===== config.mk =====
export PLATFORM = sky130hd
export DESIGN_NAME = dpot_reg_ctrl
export DESIGN_NICKNAME = d
export VERILOG_FILES = /design/src/rtl/dpot_pkg.sv /design/src/rtl/dpot_addr_decode.sv /design/src/rtl/dpot_nv_timer.sv /design/src/rtl/dpot_reg_file.sv /design/src/rtl/dpot_reg_ctrl.sv
export SDC_FILE = /design/constraint.sdc
export NUM_CORES = 1
export LEC_CHECK = 0
export BUFFER_PORTS_ARGS = -buffer_cell sky130_fd_sc_hd__buf_2
export CORE_ASPECT_RATIO = 0.7
export CORE_UTILIZATION = 50
export DETAILED_ROUTE_END_ITERATION = 8
export PLACE_DENSITY = 0.73
export SYNTH_ARGS = -nofsm -noshare
export SYNTH_HDL_FRONTEND = slang
export SYNTH_SLANG_ARGS = --single-unit

===== constraint.sdc =====
create_clock -name clk_i -period 2.8 [get_ports clk_i]
set_clock_uncertainty 0.2 [all_clocks]
set_input_delay 0.28 -clock clk_i [delete_from_list [all_inputs] [get_ports clk_i]]
set_output_delay 0.28 -clock clk_i [all_outputs]
set_load 0.005 [all_outputs]

===== src/rtl/dpot_pkg.sv =====
package dpot_pkg;
  localparam int unsigned ADDR_W = 3;
  localparam int unsigned HW_W   = 3;

  typedef enum logic [2:0] {
    ST_IDLE, ST_DEV, ST_REG, ST_DATA, ST_DONE, ST_SKIP
  } bus_st_e;

  typedef enum logic [1:0] {
    TGT_NONE, TGT_WIPER, TGT_STATUS
  } tgt_e;
endpackage


===== src/rtl/dpot_addr_decode.sv =====
module dpot_addr_decode
  import dpot_pkg::*;
#(
  parameter int unsigned DW          = 8,
  parameter int unsigned WIPERS      = 4,
  parameter int unsigned STATUS_ADDR = 7,
  parameter logic [3:0]  DEV_ID      = 4'b0101,
  localparam int unsigned IDX_W      = $clog2(WIPERS)
) (
  input  logic [DW-1:0]    byte_i,
  input  logic [HW_W-1:0]  hw_addr_i,
  output logic             dev_hit_o,
  output tgt_e             tgt_o,
  output logic [IDX_W-1:0] idx_o
);
  logic [ADDR_W-1:0] reg_a;
  logic              hi_zero;

  assign reg_a   = byte_i[ADDR_W-1:0];
  assign hi_zero = (byte_i[DW-1:ADDR_W] == '0);
  // write direction bit must be 0
  assign dev_hit_o = (byte_i == DW'({DEV_ID, hw_addr_i, 1'b0}));
  assign idx_o     = reg_a[IDX_W-1:0];

  always_comb begin
    tgt_o = TGT_NONE;
    if (hi_zero) begin
      if (reg_a == ADDR_W'(STATUS_ADDR))
        tgt_o = TGT_STATUS;
      else if ({1'b0, reg_a} < (ADDR_W + 1)'(WIPERS))
        tgt_o = TGT_WIPER;
    end
  end
endmodule


===== src/rtl/dpot_nv_timer.sv =====
module dpot_nv_timer #(
  parameter int unsigned NV_CYCLES = 16,
  localparam int unsigned CNT_W    = $clog2(NV_CYCLES + 1)
) (
  input  logic clk_i,
  input  logic rst_ni,
  input  logic kick_i,
  output logic busy_o
);
  logic [CNT_W-1:0] cnt_q;

  always_ff @(posedge clk_i or negedge rst_ni) begin
    if (!rst_ni)             cnt_q <= '0;
    else if (kick_i)         cnt_q <= CNT_W'(NV_CYCLES);
    else if (cnt_q != '0)    cnt_q <= cnt_q - 1'b1;
  end

  assign busy_o = (cnt_q != '0);
endmodule


===== src/rtl/dpot_reg_file.sv =====
module dpot_reg_file #(
  parameter int unsigned WIPERS = 4,
  parameter int unsigned ROWS   = 4,
  parameter int unsigned DW     = 8,
  localparam int unsigned IDX_W = $clog2(WIPERS),
  localparam int unsigned ROW_W = $clog2(ROWS),
  localparam int unsigned SR_W  = ROW_W + 1
) (
  input  logic                 clk_i,
  input  logic                 rst_ni,
  input  logic                 sr_we_i,
  input  logic [SR_W-1:0]      sr_d_i,
  input  logic                 wip_we_i,
  input  logic                 nv_we_i,
  input  logic                 row_load_i,
  input  logic [ROW_W-1:0]     row_sel_i,
  input  logic [IDX_W-1:0]     idx_i,
  input  logic [DW-1:0]        d_i,
  output logic [SR_W-1:0]      sr_o,
  output logic [WIPERS*DW-1:0] wiper_o
);
  logic [DW-1:0] dr_q  [ROWS][WIPERS];
  logic [DW-1:0] wip_q [WIPERS];
  logic [SR_W-1:0] sr_q;

  always_ff @(posedge clk_i or negedge rst_ni) begin
    if (!rst_ni)      sr_q <= '0;
    else if (sr_we_i) sr_q <= sr_d_i;
  end

  always_ff @(posedge clk_i or negedge rst_ni) begin
    if (!rst_ni) begin
      for (int r = 0; r < ROWS; r++)
        for (int w = 0; w < WIPERS; w++)
          dr_q[r][w] <= '0;
    end else if (nv_we_i) begin
      dr_q[row_sel_i][idx_i] <= d_i;
    end
  end

  // row copy uses old array contents, addressed slot takes the new byte
  always_ff @(posedge clk_i or negedge rst_ni) begin
    if (!rst_ni) begin
      for (int w = 0; w < WIPERS; w++) wip_q[w] <= '0;
    end else begin
      for (int w = 0; w < WIPERS; w++) begin
        if (nv_we_i && idx_i == IDX_W'(w))
          wip_q[w] <= d_i;
        else if (nv_we_i || row_load_i)
          wip_q[w] <= dr_q[row_sel_i][w];
        else if (wip_we_i && idx_i == IDX_W'(w))
          wip_q[w] <= d_i;
      end
    end
  end

  for (genvar g = 0; g < WIPERS; g++) begin : g_out
    assign wiper_o[g*DW +: DW] = wip_q[g];
  end

  assign sr_o = sr_q;
endmodule


===== src/rtl/dpot_reg_ctrl.sv =====
module dpot_reg_ctrl
  import dpot_pkg::*;
#(
  parameter int unsigned WIPERS      = 4,
  parameter int unsigned ROWS        = 4,
  parameter int unsigned DW          = 8,
  parameter int unsigned NV_CYCLES   = 16,
  parameter int unsigned STATUS_ADDR = 7,
  parameter logic [3:0]  DEV_ID      = 4'b0101
) (
  input  logic                 clk_i,
  input  logic                 rst_ni,
  input  logic [2:0]           hw_addr_i,
  input  logic                 wp_i,
  input  logic                 start_i,
  input  logic                 byte_valid_i,
  input  logic [DW-1:0]        byte_i,
  input  logic                 stop_i,
  output logic                 ack_valid_o,
  output logic                 ack_o,
  output logic                 busy_o,
  output logic [WIPERS*DW-1:0] wiper_o
);
  localparam int unsigned IDX_W = $clog2(WIPERS);
  localparam int unsigned ROW_W = $clog2(ROWS);
  localparam int unsigned SR_W  = ROW_W + 1;

  bus_st_e          st_q;
  tgt_e             tgt_q, dec_tgt;
  logic [IDX_W-1:0] idx_q, dec_idx;
  logic             dev_hit;
  logic             pend_q;
  logic             ack_v_q, ack_q;

  logic [SR_W-1:0]  sr;
  logic             sr_we, wip_we, nv_we, row_load;
  logic [ROW_W-1:0] row_sel;
  logic             data_evt, kick;

  dpot_addr_decode #(
    .DW(DW), .WIPERS(WIPERS), .STATUS_ADDR(STATUS_ADDR), .DEV_ID(DEV_ID)
  ) u_dec (
    .byte_i    (byte_i),
    .hw_addr_i (hw_addr_i),
    .dev_hit_o (dev_hit),
    .tgt_o     (dec_tgt),
    .idx_o     (dec_idx)
  );

  dpot_nv_timer #(.NV_CYCLES(NV_CYCLES)) u_tmr (
    .clk_i  (clk_i),
    .rst_ni (rst_ni),
    .kick_i (kick),
    .busy_o (busy_o)
  );

  assign data_evt = byte_valid_i && !busy_o && !start_i && !stop_i && (st_q == ST_DATA);
  assign kick     = stop_i && !busy_o && !start_i && pend_q;

  always_comb begin
    sr_we    = 1'b0;
    wip_we   = 1'b0;
    nv_we    = 1'b0;
    row_load = 1'b0;
    row_sel  = sr[SR_W-1:1];
    if (data_evt) begin
      if (tgt_q == TGT_STATUS) begin
        sr_we    = 1'b1;
        row_load = byte_i[0];
        row_sel  = byte_i[SR_W-1:1];
      end else if (tgt_q == TGT_WIPER) begin
        if (sr[0] && wp_i) nv_we  = 1'b1;
        else               wip_we = 1'b1;
      end
    end
  end

  dpot_reg_file #(.WIPERS(WIPERS), .ROWS(ROWS), .DW(DW)) u_rf (
    .clk_i      (clk_i),
    .rst_ni     (rst_ni),
    .sr_we_i    (sr_we),
    .sr_d_i     (byte_i[SR_W-1:0]),
    .wip_we_i   (wip_we),
    .nv_we_i    (nv_we),
    .row_load_i (row_load),
    .row_sel_i  (row_sel),
    .idx_i      (idx_q),
    .d_i        (byte_i),
    .sr_o       (sr),
    .wiper_o    (wiper_o)
  );

  always_ff @(posedge clk_i or negedge rst_ni) begin
    if (!rst_ni) begin
      st_q    <= ST_IDLE;
      tgt_q   <= TGT_NONE;
      idx_q   <= '0;
      pend_q  <= 1'b0;
      ack_v_q <= 1'b0;
      ack_q   <= 1'b0;
    end else begin
      ack_v_q <= byte_valid_i;
      ack_q   <= 1'b0;
      if (busy_o) begin
        st_q   <= ST_IDLE;
        pend_q <= 1'b0;
      end else if (start_i) begin
        st_q   <= ST_DEV;
        pend_q <= 1'b0;
      end else if (stop_i) begin
        st_q   <= ST_IDLE;
        pend_q <= 1'b0;
      end else if (byte_valid_i) begin
        unique case (st_q)
          ST_DEV: begin
            ack_q <= dev_hit;
            st_q  <= dev_hit ? ST_REG : ST_SKIP;
          end
          ST_REG: begin
            if (dec_tgt != TGT_NONE) begin
              ack_q <= 1'b1;
              tgt_q <= dec_tgt;
              idx_q <= dec_idx;
              st_q  <= ST_DATA;
            end else begin
              st_q  <= ST_SKIP;
            end
          end
          ST_DATA: begin
            ack_q  <= 1'b1;
            pend_q <= nv_we;
            st_q   <= ST_DONE;
          end
          default: st_q <= st_q;
        endcase
      end
    end
  end

  assign ack_valid_o = ack_v_q;
  assign ack_o       = ack_q;
endmodule


==> metrics, run 1 <==
Synthesis Warnings=0; share of cells above drive strength 1=0.424; FMAX=0.366 GHz; async set-or-reset flop fraction in the synthesized netlist=1.00; P per Cell Area=532 nW/um^2; worst path cell trace=inv_2, ha_2, and3_4, inv_8, or4_4, buf_12, buf_4, nor3_4, buf_12, mux2_2; most used routing layer=met2; Chip Width=157 um; Max-cap violations=0; Clock Power Share=0.486; nature of the critical path startpoint=flip-flop; Main synth FF type=dfrtp_1; Leak=4.59 nW; RR Endpoint=u_rf.dr_q[121]; Peak supply drop=357 uV; wire length per cell=20.8 um; worst r2r src=u_tmr.cnt_q[1]; vias=5640; drt total wl=19700 um; status=completed; critical path's most frequent cell=buf_12; Sw Ratio=0.217; sw power=1.16 mW; Clk Latency, worst-skew pair=420 ps; Slew @ Worst Pin=615 ps; row count=39; CTS Root Cell=clkbuf_16; mapped cell area=8370 um^2; hold depth=4; Clock transition at path regs=70 ps; critical path depth=10; R2R setup slack=70 ps; final critical-path required period=2730 ps; fin. max-slew vios=0; Synth-to-Final Area Change=19.8%; Final Hold Viols=0; Total GRT Usage=0.245; Cell variety after synth=57; vias in the first global route=5815; Finished Cell Area=10000 um^2; final core utilization=0.613; CP required=2900 ps; Worst path slowest cell=or4_4; ant diodes=0; EDFF count, synth=0; IO Pins=52; placed inst area=9160 um^2; kind of critical path=flip-flop to flip-flop; Gate Count Post-Synth=628; Filler cells=1255; Crit Path Max Fanout=10; CTS tree=yes; Routability Congestion=0.839; full die area=17300 um^2; Clock Path Buffers=2; Slowest Stage Delay on Critical Path=540 ps; fin crit share=0.976; sequential area share after synthesis=0.532; vias per cell=5.97; drt first pass iters=5; CTS Sinks=178; CTS Buf Count=17; WHS=46.3 ps; drt drc=0; GRT met1 Usage=0.338; Reg2Reg Depth=10; Antenna Nets Post-Route=0; crit path capture=u_rf.dr_q[121]; grt total ovfl=0; Tot Pwr=5.33 mW; fin nets=726; Rel. slew slack=0.579; Critical Path AT=2840 ps; Critical Path End Type=flip-flop; Iter 0 DRT Violations=358; core area=16300 um^2; critical path buffer and inverter count=5; met3 usage=0.0481; TNS Setup=0 ps; sequential group share of total power=0.483; final setup fails=0; CTS HTree Levels=4; port bufs=51; flops & latches, synth=178; Crit path max-delay family=simple AND/OR/NAND/NOR gates; P_int=4.18 mW; largest net degree at the start of global routing=73; Die Ht=110 um; HPWL after detailed placement=12800 um; combinational power share=0.031; starting density of the core=0.512; RSZ-0062 raised after global routing=yes; Crit. Startpoint=u_tmr.cnt_q[1]; first-pass GRT wire length=31500 um; post-synth net total=647; GR Util met2=0.395; Hold WC Path Type=primary input to flip-flop; initial antenna violation count=0; syn avg cell area=13.3 um^2
-- metal layers --
layer | share of wire | vias up
met5 | 0 | -
met4 | 0.013 | 0
met3 | 0.054 | 19
met2 | 0.48 | 138
met1 | 0.45 | 2949
li1 | - | 2534
-- cell usage after synthesis, types with 3 or more instances --
master / number / area [um^2]
a211oi_1: 9 / 67.6
a21boi_0: 12 / 90.1
a21oi_1: 5 / 25.0
a22oi_1: 28 / 210
a311oi_1: 4 / 35.0
and2_1: 5 / 31.3
buf_1: 6 / 22.5
buf_2: 3 / 15.0
buf_4: 4 / 30.0
buf_6: 3 / 33.8
clkbuf_1: 24 / 90.1
dfrtp_1: 178 / 4450
inv_1: 6 / 22.5
mux2_1: 9 / 101
mux2_2: 126 / 1420
mux2i_1: 55 / 551
nand2_1: 14 / 52.6
nand2b_1: 7 / 43.8
nand3_1: 7 / 35.0
nand3_4: 8 / 140
nand3b_1: 3 / 22.5
nor2_1: 9 / 33.8
nor2_2: 4 / 25.0
nor3_1: 7 / 35.0
nor3_4: 4 / 65.1
o211ai_1: 11 / 82.6
o21ai_0: 5 / 25.0
o221ai_1: 24 / 210
o31ai_1: 4 / 30.0
or2_2: 5 / 31.3
or4_1: 3 / 22.5
xnor2_1: 5 / 43.8
-- worst min-delay path by stage --
stage / startpoint / to / slack (ps)
after floorplan: rst_ni / ack_o / -220
after global placement: rst_ni / u_rf.dr_q[97] / 20
after detailed placement: rst_ni / u_rf.dr_q[33] / 30
after CTS: stop_i / pend_q / 30
after global routing: stop_i / pend_q / 60
final: stop_i / pend_q / 50
-- worst min-delay path, cell delays in order --
cell and delay [ps]:
buf_2 110, nor2_1 50, nand2_1 130, nor2_1 60
-- cell usage in the layout (no fill, tap or decap), types with 8 or more instances in the layout --
cell type	netlist	routed
mux2i_1	55	53
nand3_4	8	8
nor2_1	9	9
buf_4	4	33
buf_2	3	50
a211oi_1	9	9
a22oi_1	28	28
nand2_1	14	11
o221ai_1	24	24
buf_12	1	10
clkbuf_16	0	17
mux2_4	0	10
mux2_2	126	124
o211ai_1	11	11
dfrtp_1	178	178
a21boi_0	12	12
-- cells by family (layout without fill, tap and decap cells) --
group,after synthesis,count (layout),share of synthesized area
adders and majority gates,2,2,0.00299
buffers and inverters,51,143,0.0304
and+or+nand+nor,89,89,0.0773
muxes,190,190,0.247
AOI/OAI and AO/OA,113,113,0.104
DFF,178,178,0.532
xor gates and xnor gates,5,5,0.00523
-- sequential cells by signal, indices dropped and copies added (netlist names) --
register / flops
idx_q: 2
tgt_q: 2
pend_q: 1
u_rf.wiper_o: 32
st_q: 3
ack_valid_o: 1
u_rf.dr_q: 128
ack_o: 1
u_rf.sr_o: 3
u_tmr.cnt_q: 5
-- final cells by class --
cell class | instances | area, um^2 | share of cell area
Sequential cell | 178 | 4450 | 0.444
Multi-Input combinational cell | 399 | 3790 | 0.378
Timing Repair Buffer | 102 | 800 | 0.0797
Clock buffer | 19 | 453 | 0.0452
Tap cell | 225 | 282 | 0.0281
Clock inverter | 13 | 196 | 0.0196
Inverter | 9 | 53.8 | 0.00536
-- power groups by stage --
stage / Clock (mW) / Combinational (mW) / Sequential [mW]
2_1_floorplan: 0 / 0.0554 / 2.62
3_3_place_gp: 0 / 0.156 / 2.63
5_1_grt: 2.74 / 0.182 / 2.58
4_1_cts: 2.62 / 0.166 / 2.58
3_5_place_dp: 0 / 0.162 / 2.63
6_report: 2.59 / 0.163 / 2.58
-- stage by stage --
step,setup slack [ps],cells
final,68.2,945
after global placement,-2.16,904
after detailed placement,-80.2,904
after CTS,10.1,939
after global routing,-36.0,945
after floorplan,-10.1,628
-- what timing repair did --
item,in CTS,in global routing
setup endpoints to repair,33,105
resized for setup,7,31
pin swaps,0,1
buffers inserted,0,6
hold buffers,3,0
endpoints found under the hold margin,44,0
(Power assumes the default switching activity.)
==> inputs of run 2 (changes only) <==
CORE_UTILIZATION = 38   (was 50)
HOLD_SLACK_MARGIN = 0.15   (was unset)
PLACE_DENSITY = unset   (was 0.73)
==> metrics, run 2 (synthesis gave the netlist of run 1 again) <==
CTS Buf Count=17 (unchanged); Routability Congestion=0.837 (-0.17%); CTS HTree Levels=4 (unchanged); grt total ovfl=0 (unchanged); Worst path slowest cell=or4_4; CP required=2920 ps (+20 ps); Leak=4.52 nW (-1.4%); Crit path max-delay family=simple AND/OR/NAND/NOR gates; most frequent cells in the layout=178 x dfrtp_1, 124 x mux2_2, 50 x buf_2; Max-cap violations=0 (unchanged); CTS tree=yes; nature of the critical path startpoint=flip-flop; WHS=172 ps (+126 ps); kind of critical path=flip-flop to flip-flop; Synth-to-Final Area Change=19.8% (about the same); DP Cell Count=967 (+7.0%); Critical Path End Type=flip-flop; largest net degree at the start of global routing=62 (-15%); Peak supply drop=445 uV (+25%); first-pass GRT wire length=33800 um (+7.1%); vias per cell=5.68 (-4.9%); HPWL after detailed placement=13700 um (+7.6%); fin nets=731 (+0.69%); RR Endpoint=u_rf.dr_q[100]; final critical-path required period=2700 ps (-28.6 ps); port bufs=51 (unchanged); Clk Latency, worst-skew pair=440 ps (+20 ps); Reg2Reg Depth=8 (-2); critical path buffer and inverter count=3 (-2); fin. max-slew vios=0 (unchanged); vias in the first global route=6010 (+3.4%); P per Cell Area=493 nW/um^2 (-7.3%); row count=45 (+15%); Hold WC Path Type=primary input to flip-flop; starting density of the core=0.387 (-0.125); Iter 0 DRT Violations=374 (+4.5%); Slew @ Worst Pin=613 ps (-2.47 ps); status=completed; full die area=22600 um^2 (+31%); fin crit share=0.965 (-0.0102); Hold EP=u_rf.wiper_o[16]; Total GRT Usage=0.197 (-0.0474); Critical Path AT=2820 ps (-20 ps); R2R setup slack=100 ps (+30 ps); Die Ht=126 um (+14%); IO Pins=52 (unchanged); Chip Width=179 um (+15%); drt total wl=20800 um (+5.6%); wire length per cell=20.7 um (-0.90%); drt first pass iters=7 (+2); worst r2r src=u_tmr.cnt_q[1]; Slowest Stage Delay on Critical Path=540 ps (about the same); Rel. slew slack=0.581 (+0.00169); hold depth=3 (-1); most flop-heavy register=u_rf.dr_q; Post-Layout Cell Count=1007 (+6.6%); core area=21600 um^2 (+32%); worst path cell trace=inv_2, ha_2, and3_4, inv_8, or4_4, buf_12, nor3_4, mux2_2; Clock transition at path regs=70 ps (about the same); Clock Path Buffers=2 (unchanged); ant diodes=0 (unchanged); Antenna Nets Post-Route=0 (unchanged); Final Hold Viols=0 (unchanged); HP Start=byte_i[0]; CTS Root Cell=clkbuf_16; share of cells above drive strength 1=0.425 (+0.00122); Crit Path Max Fanout=10 (unchanged); most common cell after layout, fill and taps aside=dfrtp_1; initial antenna violation count=0 (unchanged); max FFs per register=128 (unchanged); final setup fails=0 (unchanged); vias=5715 (+1.3%); drt drc=0 (unchanged); Tot Pwr=4.94 mW (-7.3%); FMAX=0.370 GHz (+1.1%); CTS Sinks=178 (unchanged)
run 2: cell count changes in the layout (fill, tap and decap cells not counted), moves of 2 or more:
| cell | previous run | this run |
|---|---|---|
| mux2i_1 | 53 | 45 |
| mux2_4 | 10 | 2 |
| clkbuf_8 | 2 | 0 |
| buf_4 | 33 | 37 |
| dlygate4sd3_1 | 3 | 5 |
| mux2i_2 | 0 | 8 |
| clkinvlp_4 | 1 | 5 |
| bufinv_16 | 4 | 0 |
| mux2_1 | 1 | 9 |
run 2: power breakdown:
part           leakage, nW  total [mW]  switching (mW)  internal [mW]
clock                0.249        2.19            1.05           1.14
sequential            2.48        2.58         0.00211           2.57
combinational         1.79       0.178           0.131         0.0464
total                 4.52        4.94            1.18           3.76
run 2: timing repair:
| item | CTS | global route |
|---|---|---|
| pin swaps | 1 | 3 |
| cloned | 0 | 0 |
| hold buffers | 5 | 0 |
| setup endpoints to repair | 41 | 130 |
| endpoints found under the hold margin | 168 | 0 |
| resized for setup | 11 | 26 |
| setup buffers | 2 | 1 |
run 2: worst max path at each step:
stage                               from               end  slack [ps]  depth (start not counted)
after floorplan           u_tmr.cnt_q[0]     u_rf.dr_q[16]         -10                         11
after global placement    u_tmr.cnt_q[1]     u_rf.dr_q[82]         -20                          9
after detailed placement  u_tmr.cnt_q[1]     u_rf.dr_q[93]         -70                          9
after CTS                 u_tmr.cnt_q[1]  u_rf.wiper_o[17]         0.5                         11
after global routing      u_tmr.cnt_q[1]     u_rf.dr_q[15]          -7                         10
final                     u_tmr.cnt_q[1]    u_rf.dr_q[100]         100                          8
run 2: final cells by class:
class / instances / area [um^2]
well taps: 282 / 353
fillers: 1943 / 11600
repair buffers: 107 / 835
flip-flops and latches: 178 / 4450
clock inverters: 14 / 109
inverters: 9 / 51.3
clock buffers: 18 / 429
multi-input cells: 399 / 3790
run 2: worst reg2reg max path, stage by stage, from the launching register on:
cell and delay [ps]:
dfrtp_1 410, inv_2 80, ha_2 170, and3_4 210, inv_8 50, or4_4 540
buf_12 170, nor3_4 350, mux2_2 400
run 2: per-stage QoR:
stage	util	instance area [um^2]	setup slack (ps)	setup TNS, ps
floorplan	-	8430	-10.1	-257
global placement	0.430	9290	-20.9	-198
detailed placement	0.430	9290	-65.3	-1160
CTS	0.459	9930	0.506	0
global route	0.464	10000	-6.69	-15.0
finish	0.464	10000	96.8	0
run 2: per-layer routing:
layer  wire length (um)  vias to the layer above  share of wire  global-route usage
met5                  0                        -              0                   0
met4                270                        0          0.013              0.0559
met3                905                       22          0.044              0.0402
met2               9320                      147           0.45               0.295
met1              10300                     3001           0.50               0.288
li1                   -                     2545              -                   -
==> inputs of run 3 (changes only) <==
PLACE_DENSITY_LB_ADDON = 0.12   (was unset)
==> metrics, run 3 (synthesis gave the netlist of run 1 again) <==
Clock Path Buffers=2 (unchanged); final critical-path required period=2750 ps (+43.9 ps); fin. max-slew vios=0 (unchanged); row count=45 (unchanged); HP Start=byte_i[0]; Leak=4.58 nW (+1.2%); drt total wl=21200 um (+1.8%); wire length per cell=21.0 um (+1.8%); hold depth=3 (unchanged); most flop-heavy register=u_rf.dr_q; Clock transition at path regs=70 ps (about the same); grt total ovfl=0 (unchanged); FMAX=0.364 GHz (-1.6%); drt first pass iters=7 (unchanged); final setup fails=0 (unchanged); Hold WC Path Type=primary input to flip-flop; kind of critical path=flip-flop to flip-flop; full die area=22600 um^2 (unchanged); drt drc=0 (unchanged); starting density of the core=0.387 (unchanged); CTS HTree Levels=4 (unchanged); worst r2r src=u_tmr.cnt_q[1]; CTS Buf Count=17 (unchanged); Antenna Nets Post-Route=0 (unchanged); vias=5613 (-1.8%); vias in the first global route=5894 (-1.9%); share of cells above drive strength 1=0.420 (-0.00436); P per Cell Area=522 nW/um^2 (+5.9%); most common cell after layout, fill and taps aside=dfrtp_1; CTS tree=yes; Crit Path Max Fanout=10 (unchanged); first-pass GRT wire length=33700 um (-0.31%); Final Hold Viols=0 (unchanged); Reg2Reg Depth=10 (+2); Finished Cell Area=10100 um^2 (+0.97%); fin nets=729 (-0.27%); R2R setup slack=50 ps (-40 ps); Total GRT Usage=0.200 (+0.00228); CTS Sinks=178 (unchanged); Iter 0 DRT Violations=297 (-21%); Die Ht=126 um (unchanged); Peak supply drop=408 uV (-8.3%); initial antenna violation count=1 (+1); largest net degree at the start of global routing=63 (+1.6%); Routability Congestion=0.756 (-9.7%); CP required=2920 ps (about the same); CTS Root Cell=clkbuf_16; RSZ-0062 raised after global routing=yes; Tot Pwr=5.29 mW (+7.0%); HPWL after detailed placement=13700 um (about the same); placed inst area=9250 um^2 (-0.43%); status=completed; vias per cell=5.57 (-1.8%); Hold EP=u_rf.wiper_o[0]; port bufs=51 (unchanged); RR Endpoint=u_rf.dr_q[117]; Slew @ Worst Pin=579 ps (-33.2 ps); Synth-to-Final Area Change=21.0%; Chip Width=179 um (unchanged); max FFs per register=128 (unchanged); Critical Path AT=2870 ps (+50 ps); Rel. slew slack=0.604 (+0.0227); most frequent cells in the layout=178 x dfrtp_1, 124 x mux2_2, 52 x mux2i_1; IO Pins=52 (unchanged); Max-cap violations=0 (unchanged); nature of the critical path startpoint=flip-flop; Critical Path End Type=flip-flop; fin crit share=0.981 (+0.0157); Clk Latency, worst-skew pair=440 ps (about the same); core area=21600 um^2 (unchanged)
==> run 3: changes by cell type in the layout (fill, tap and decap cells not counted), moves of 3 or more <==
cell       previous run  this run
mux2_1                9         1
mux2_4                2        10
mux2i_1              45        52
mux2i_2               8         1
bufinv_16             0         4
buf_4                37        34
clkinv_4              4         1
==> run 3: through the flow <==
step	hold slack (ps)	TNS, ps	utilization	worst slack (ps)	instances
after detailed placement	98.9	-30.4	0.428	-11.3	965
after global routing	203	-74.0	0.468	-17.8	1006
after CTS	152	-163	0.460	-29.9	1002
after global placement	89.7	0	0.428	16.9	965
after floorplan	-216	-257	-	-10.1	628
final	178	0	0.468	53.0	1007
==> run 3: power by group <==
group / internal [mW] / switching [mW]
combinational: 0.0442 / 0.125
clock: 1.52 / 1.02
sequential: 2.57 / 0.00360
total: 4.14 / 1.15
==> run 3: timing repair <==
item / in CTS / in global routing
setup buffers: 0 / 3
hold buffers: 5 / 0
setup endpoints to repair: 50 / 120
endpoints found under the hold margin: 187 / 0
resized for setup: 5 / 37
pin swaps: 0 / 5
==> run 3: cell type report <==
type,instances,area [um^2]
clock buffer,20,447
timing repair buffer,105,831
inverter,9,56.3
fill,1943,11500
clock inverter,12,180
antenna,2,5.00
multi-input combinational,399,3800
sequential,178,4450
tap,282,353
==> run 3: worst max-delay path by stage <==
stage | startpoint | to | slack [ps]
floorplan | u_tmr.cnt_q[0] | u_rf.dr_q[16] | -10
global placement | byte_i[5] | tgt_q[1] | 20
detailed placement | u_tmr.cnt_q[1] | u_rf.dr_q[97] | -10
CTS | u_tmr.cnt_q[1] | u_rf.wiper_o[21] | -30
global route | u_tmr.cnt_q[1] | u_rf.dr_q[117] | -20
finish | u_tmr.cnt_q[1] | u_rf.dr_q[117] | 50
==> run 3: critical path: stages (launching register included) <==
cell and delay, ps:
dfrtp_1 410, inv_2 90, ha_4 130, and3_4 210, inv_8 50, or4_4 490
buf_12 170, buf_4 140, nor3_4 220, buf_12 170, mux2_2 330
==> run 3: routing by layer <==
layer,share of wire,up-vias,GRT usage
met5,0,-,0
met4,0.014,0,0.0643
li1,-,2538,-
met2,0.47,105,0.311
met3,0.032,23,0.0405
met1,0.49,2947,0.277
